File: config.mk
export PLATFORM = sky130hd
export DESIGN_NAME = qb_shl_top
export DESIGN_NICKNAME = d
export VERILOG_FILES = /design/src/rtl/qb_shl_pkg.sv /design/src/rtl/qb_shl_lane.sv /design/src/rtl/qb_shl_flag.sv /design/src/rtl/qb_shl_top.sv
export SDC_FILE = /design/constraint.sdc
export NUM_CORES = 1
export LEC_CHECK = 0
export BUFFER_PORTS_ARGS = -buffer_cell sky130_fd_sc_hd__buf_2
export CORE_ASPECT_RATIO = 1.4
export CORE_UTILIZATION = 30
export DETAILED_ROUTE_END_ITERATION = 10
export GPL_ROUTABILITY_DRIVEN = 0
export HOLD_SLACK_MARGIN = 0.15
export PLACE_DENSITY = 0.6
export SLEW_MARGIN = 0
export SYNTH_ARGS = -nofsm -noshare
export SYNTH_HDL_FRONTEND = slang
export SYNTH_SLANG_ARGS = --single-unit
File: constraint.sdc
create_clock -name clk_i -period 2.8 [get_ports clk_i]
set_input_delay 0.7 -clock clk_i [delete_from_list [all_inputs] [get_ports clk_i]]
set_output_delay 0.7 -clock clk_i [all_outputs]
set_load 0.02 [all_outputs]
File: src/rtl/qb_shl_pkg.sv
package qb_shl_pkg;
  localparam int unsigned LANE_W  = 8;
  localparam int unsigned LANES   = 4;
  localparam int unsigned SH_W    = $clog2(LANE_W);
  localparam int unsigned WORD_W  = LANE_W * LANES;
  localparam int unsigned RES_W   = 2 * WORD_W;
  localparam int unsigned CSR_W   = 32;
  localparam int unsigned FLAG_POS = 22;

  typedef logic [LANE_W-1:0] lane_t;
  typedef logic [SH_W-1:0]   shamt_t;
endpackage

File: src/rtl/qb_shl_lane.sv
module qb_shl_lane
  import qb_shl_pkg::*;
(
  input  logic   clk_i,
  input  logic   rst_ni,
  input  lane_t  lane_i,
  input  shamt_t shamt_i,
  output lane_t  lane_o,
  output logic   ovf_o
);
  lane_t lost_bits;

  always_comb begin
    lane_o = lane_i << shamt_i;
    // bits 7 down to 7-s of the original lane
    lost_bits = lane_i >> (shamt_t'(LANE_W - 1) - shamt_i);
    ovf_o = (shamt_i != '0) && (lost_bits != '0);
  end

  AST_ZERO_SHIFT: assert property (@(posedge clk_i) disable iff (!rst_ni)
    (shamt_i == '0) |-> (!ovf_o && lane_o == lane_i));
  AST_LOW_ZERO: assert property (@(posedge clk_i) disable iff (!rst_ni)
    (shamt_i != '0) |-> (lane_o[0] == 1'b0));
endmodule

File: src/rtl/qb_shl_flag.sv
module qb_shl_flag
  import qb_shl_pkg::*;
(
  input  logic             clk_i,
  input  logic             rst_ni,
  input  logic             set_i,
  input  logic             clr_i,
  output logic [CSR_W-1:0] csr_o
);
  logic flag_q;

  always_ff @(posedge clk_i or negedge rst_ni) begin
    if (!rst_ni)     flag_q <= 1'b0;
    else if (set_i)  flag_q <= 1'b1;
    else if (clr_i)  flag_q <= 1'b0;
  end

  always_comb begin
    csr_o = '0;
    csr_o[FLAG_POS] = flag_q;
  end

  AST_STICKY: assert property (@(posedge clk_i) disable iff (!rst_ni)
    (csr_o[FLAG_POS] && !clr_i) |=> csr_o[FLAG_POS]);
  AST_SET_WINS: assert property (@(posedge clk_i) disable iff (!rst_ni)
    set_i |=> csr_o[FLAG_POS]);
  AST_CLEAR: assert property (@(posedge clk_i) disable iff (!rst_ni)
    (clr_i && !set_i) |=> !csr_o[FLAG_POS]);
endmodule

File: src/rtl/qb_shl_top.sv
module qb_shl_top
  import qb_shl_pkg::*;
(
  input  logic              clk_i,
  input  logic              rst_ni,
  input  logic              valid_i,
  input  logic [WORD_W-1:0] opnd_i,
  input  logic [SH_W-1:0]   shamt_i,
  input  logic              flag_clr_i,
  output logic [RES_W-1:0]  result_o,
  output logic              valid_o,
  output logic [CSR_W-1:0]  status_o
);
  logic [WORD_W-1:0] packed_d;
  logic [LANES-1:0]  lane_ovf;
  logic [RES_W-1:0]  result_q;
  logic              valid_q;

  for (genvar g = 0; g < LANES; g++) begin : g_lane
    qb_shl_lane u_lane (
      .clk_i   (clk_i),
      .rst_ni  (rst_ni),
      .lane_i  (opnd_i[g*LANE_W +: LANE_W]),
      .shamt_i (shamt_i),
      .lane_o  (packed_d[g*LANE_W +: LANE_W]),
      .ovf_o   (lane_ovf[g])
    );
  end

  always_ff @(posedge clk_i or negedge rst_ni) begin
    if (!rst_ni) begin
      result_q <= '0;
      valid_q  <= 1'b0;
    end else begin
      valid_q <= valid_i;
      if (valid_i) result_q <= {{WORD_W{packed_d[WORD_W-1]}}, packed_d};
    end
  end

  qb_shl_flag u_flag (
    .clk_i  (clk_i),
    .rst_ni (rst_ni),
    .set_i  (valid_i && (|lane_ovf)),
    .clr_i  (flag_clr_i),
    .csr_o  (status_o)
  );

  assign result_o = result_q;
  assign valid_o  = valid_q;

  AST_SIGN_EXT: assert property (@(posedge clk_i) disable iff (!rst_ni)
    result_o[RES_W-1:WORD_W] == {WORD_W{result_o[WORD_W-1]}});
  AST_VALID_LAT: assert property (@(posedge clk_i) disable iff (!rst_ni)
    valid_i |=> valid_o);
  AST_VALID_IDLE: assert property (@(posedge clk_i) disable iff (!rst_ni)
    !valid_i |=> !valid_o);
  AST_HOLD: assert property (@(posedge clk_i) disable iff (!rst_ni)
    !valid_i |=> $stable(result_o));
  AST_OTHER_BITS: assert property (@(posedge clk_i) disable iff (!rst_ni)
    $countones(status_o) <= 1 && (status_o[FLAG_POS-1:0] == '0));
endmodule

==> flow_metrics.py <==
metrics = {
    "status": {
        "status": "completed",
    },
    "clock_tree": {
        "cts.sinks": 34,
        "cts_root_buf": "clkbuf_16",
        "cts_setup_buffers": 0,
        "cts.path.max_buffers": 2,
        "clk_pin_slew_worst_paths_ns": 0.05,
        "htreeDepth": 2,
        "ctsResizeCount": 0,
        "cts_tree": "done",
        "cts_hold_buf": 0,
        "cts_buffers": 5,
        "insertion_delay_ns": 0.28,
    },
    "placed_design": {
        "port_buffers": 104,
        "placedCellCount": 431,
        "dpl_cell_area_sq_um": 2960,
        "dpl.hpwl_um": 5830,
    },
    "layout": {
        "area_growth_pct": 15.7,
        "fillers": 917,
        "fin_nets": 372,
        "drive_gt1_frac": 0.401,
        "diodes": 0,
        "fin_area_sq_um": 3110,
        "stdcell_count": 439,
    },
    "timing": {
        "post-route-min-period_ns": 2.35,
        "setup_viol": 0,
        "hold_viol_final": 0,
        "final_max_slew_viol_count": 0,
        "tns_ns": 0,
        "clock_skew_ns": 0,
        "layout_worst_path_cycle_share": 0.841,
        "fmax_ghz": 0.425,
        "slew_headroom": 0.493,
        "tightest_slew_ns": 0.760,
        "grt_setup_unrepaired": "false",
    },
    "route": {
        "wl_met2_um": 3690,
        "wl_met3_um": 484,
        "drtIter0Drc": 127,
        "route.detailed.drc": 0,
        "routed.top_layer": "met4",
        "detail_route.first_pass.iterations": 4,
        "wl_per_cell_um": 16.8,
        "postRouteAntennaNets": 0,
        "totalWireLength_um": 7380,
        "vias": 2163,
        "vias_per_cell": 4.93,
        "wl_met1_um": 3020,
    },
    "floorplanning": {
        "die_area_sq_um": 9340,
        "num_io_pins": 136,
        "fp.dieH_um": 114,
        "row_count": 40,
        "coreArea_sq_um": 8610,
        "die_x_um": 82.0,
        "start_util": 0.312,
    },
    "job": {
        "drv_cap": 0,
    },
    "logic_synthesis": {
        "synth-async-reset-ratio": 1.00,
        "synth-edff-count": 0,
        "synthFlopType": "dfrtp_1",
        "synth_cell_type_count": 43,
        "netlist_instances": 264,
        "ys_ff_latch": 34,
        "netlist_top_cells_area": "dfrtp_1 (32%), buf_4 (18%), mux2i_1 (12%)",
        "ys_seq_area_frac": 0.317,
        "synth_top_area_share": 0.317,
        "netlist_area_sq_um": 2690,
        "synthTopCellsByCount": "buf_4 (64), dfrtp_1 (34), mux2i_1 (31)",
        "yosysWarnings": 0,
        "yosysMostFrequentCell": "buf_4",
        "avgSynthCellArea_sq_um": 10.2,
        "synth_top_area_cell": "dfrtp_1",
    },
    "worst_setup_path": {
        "cp_max_fo": 10,
        "cp-end-kind": "register",
        "worstSetupPathType": "in -> reg",
        "cp.arrival_ns": 2.51,
        "required_ns": 2.95,
        "critPathLaunchType": "input pin",
    },
    "power": {
        "power_density_nw_per_um2": 545,
        "peakVddDrop_v": 0.000274,
        "power_leakage_uw": 0.00155,
        "total_power_uw": 1690,
    },
    "global_route": {
        "grt_max_degree": 35,
        "grt_first_pass_wirelength_um": 10900,
        "overflow": 0,
        "antenna_found_initial": 0,
        "first_global_vias": 2073,
        "grt_usage": 0.159,
    },
    "worst_hold_path": {
        "hold_path.class": "reg -> reg",
    },
}
kinds of logic after synthesis:
kind of cell | count (synthesis) | synth area share
buf+inv | 82 | 0.212
compound gates | 54 | 0.154
mux | 50 | 0.233
simple gates | 43 | 0.0820
flops | 34 | 0.317
other cells | 1 | 0.00140
critical path, cell delays in order:
cell and delay [ns]:
buf_2 0.24, mux4_2 0.55, or4b_1 0.58, o41ai_2 0.31, a31oi_1 0.12
per-layer routing:
metal / global-route usage / vias to the layer above
met5: 0 / -
met4: 0.0667 / 0
met1: 0.201 / 1042
li1: - / 1010
met2: 0.260 / 97
met3: 0.0328 / 14
cell type report:
| cell class | instances | area, sq um | area share |
|---|---|---|---|
| Clock buffer | 7 | 143 | 0.0459 |
| Clock inverter | 1 | 5.00 | 0.00161 |
| Inverter | 2 | 7.51 | 0.00242 |
| Multi-Input combinational cell | 178 | 1380 | 0.443 |
| Sequential cell | 34 | 851 | 0.274 |
| Tap cell | 105 | 131 | 0.0423 |
| Timing Repair Buffer | 112 | 593 | 0.191 |
worst paths after layout:
check                         startpoint            end  slack (ns)  cells after the start
min in group asynchronous         rst_ni   result_o[19]        0.49                      1
min reg2reg                 result_o[13]   result_o[13]        0.48                      1
max in group asynchronous         rst_ni    result_o[7]        1.82                      1
max reg2reg                u_flag.flag_q  u_flag.flag_q        1.59                      4
max                           shamt_i[0]  u_flag.flag_q        0.45                      5
min                         result_o[13]   result_o[13]        0.48                      1
state kept, by name, summed over array words and instances (netlist names):
register       flops
result_o          32
valid_o            1
u_flag.flag_q      1
where the power goes:
part | leakage, uW | total (uW) | switching, uW | internal [uW]
clock network | 0.0000739 | 551 | 199 | 352
registers | 0.000426 | 575 | 35.9 | 539
logic | 0.00105 | 566 | 368 | 198
stage by stage:
stage | hold slack, ns | utilization | setup WS (ns)
after CTS | 0.484 | 0.361 | 0.440
after detailed placement | 0.468 | 0.344 | 0.156
after floorplan | 0.404 | - | 0.465
after global routing | 0.496 | 0.361 | 0.395
final | 0.478 | 0.361 | 0.445
after global placement | 0.462 | 0.344 | 0.184
layout by cell type (no fill, tap or decap), types with 6 or more instances in the layout:
cell       count
a21oi_1       10
a22o_1         6
buf_2        104
buf_4          7
conb_1        31
dfrtp_1       34
mux2_2         9
mux2i_1       31
nand2_1       11
nor2_1        10
o2bb2ai_1     11
No activity file was read; power rests on OpenSTA's default activity.
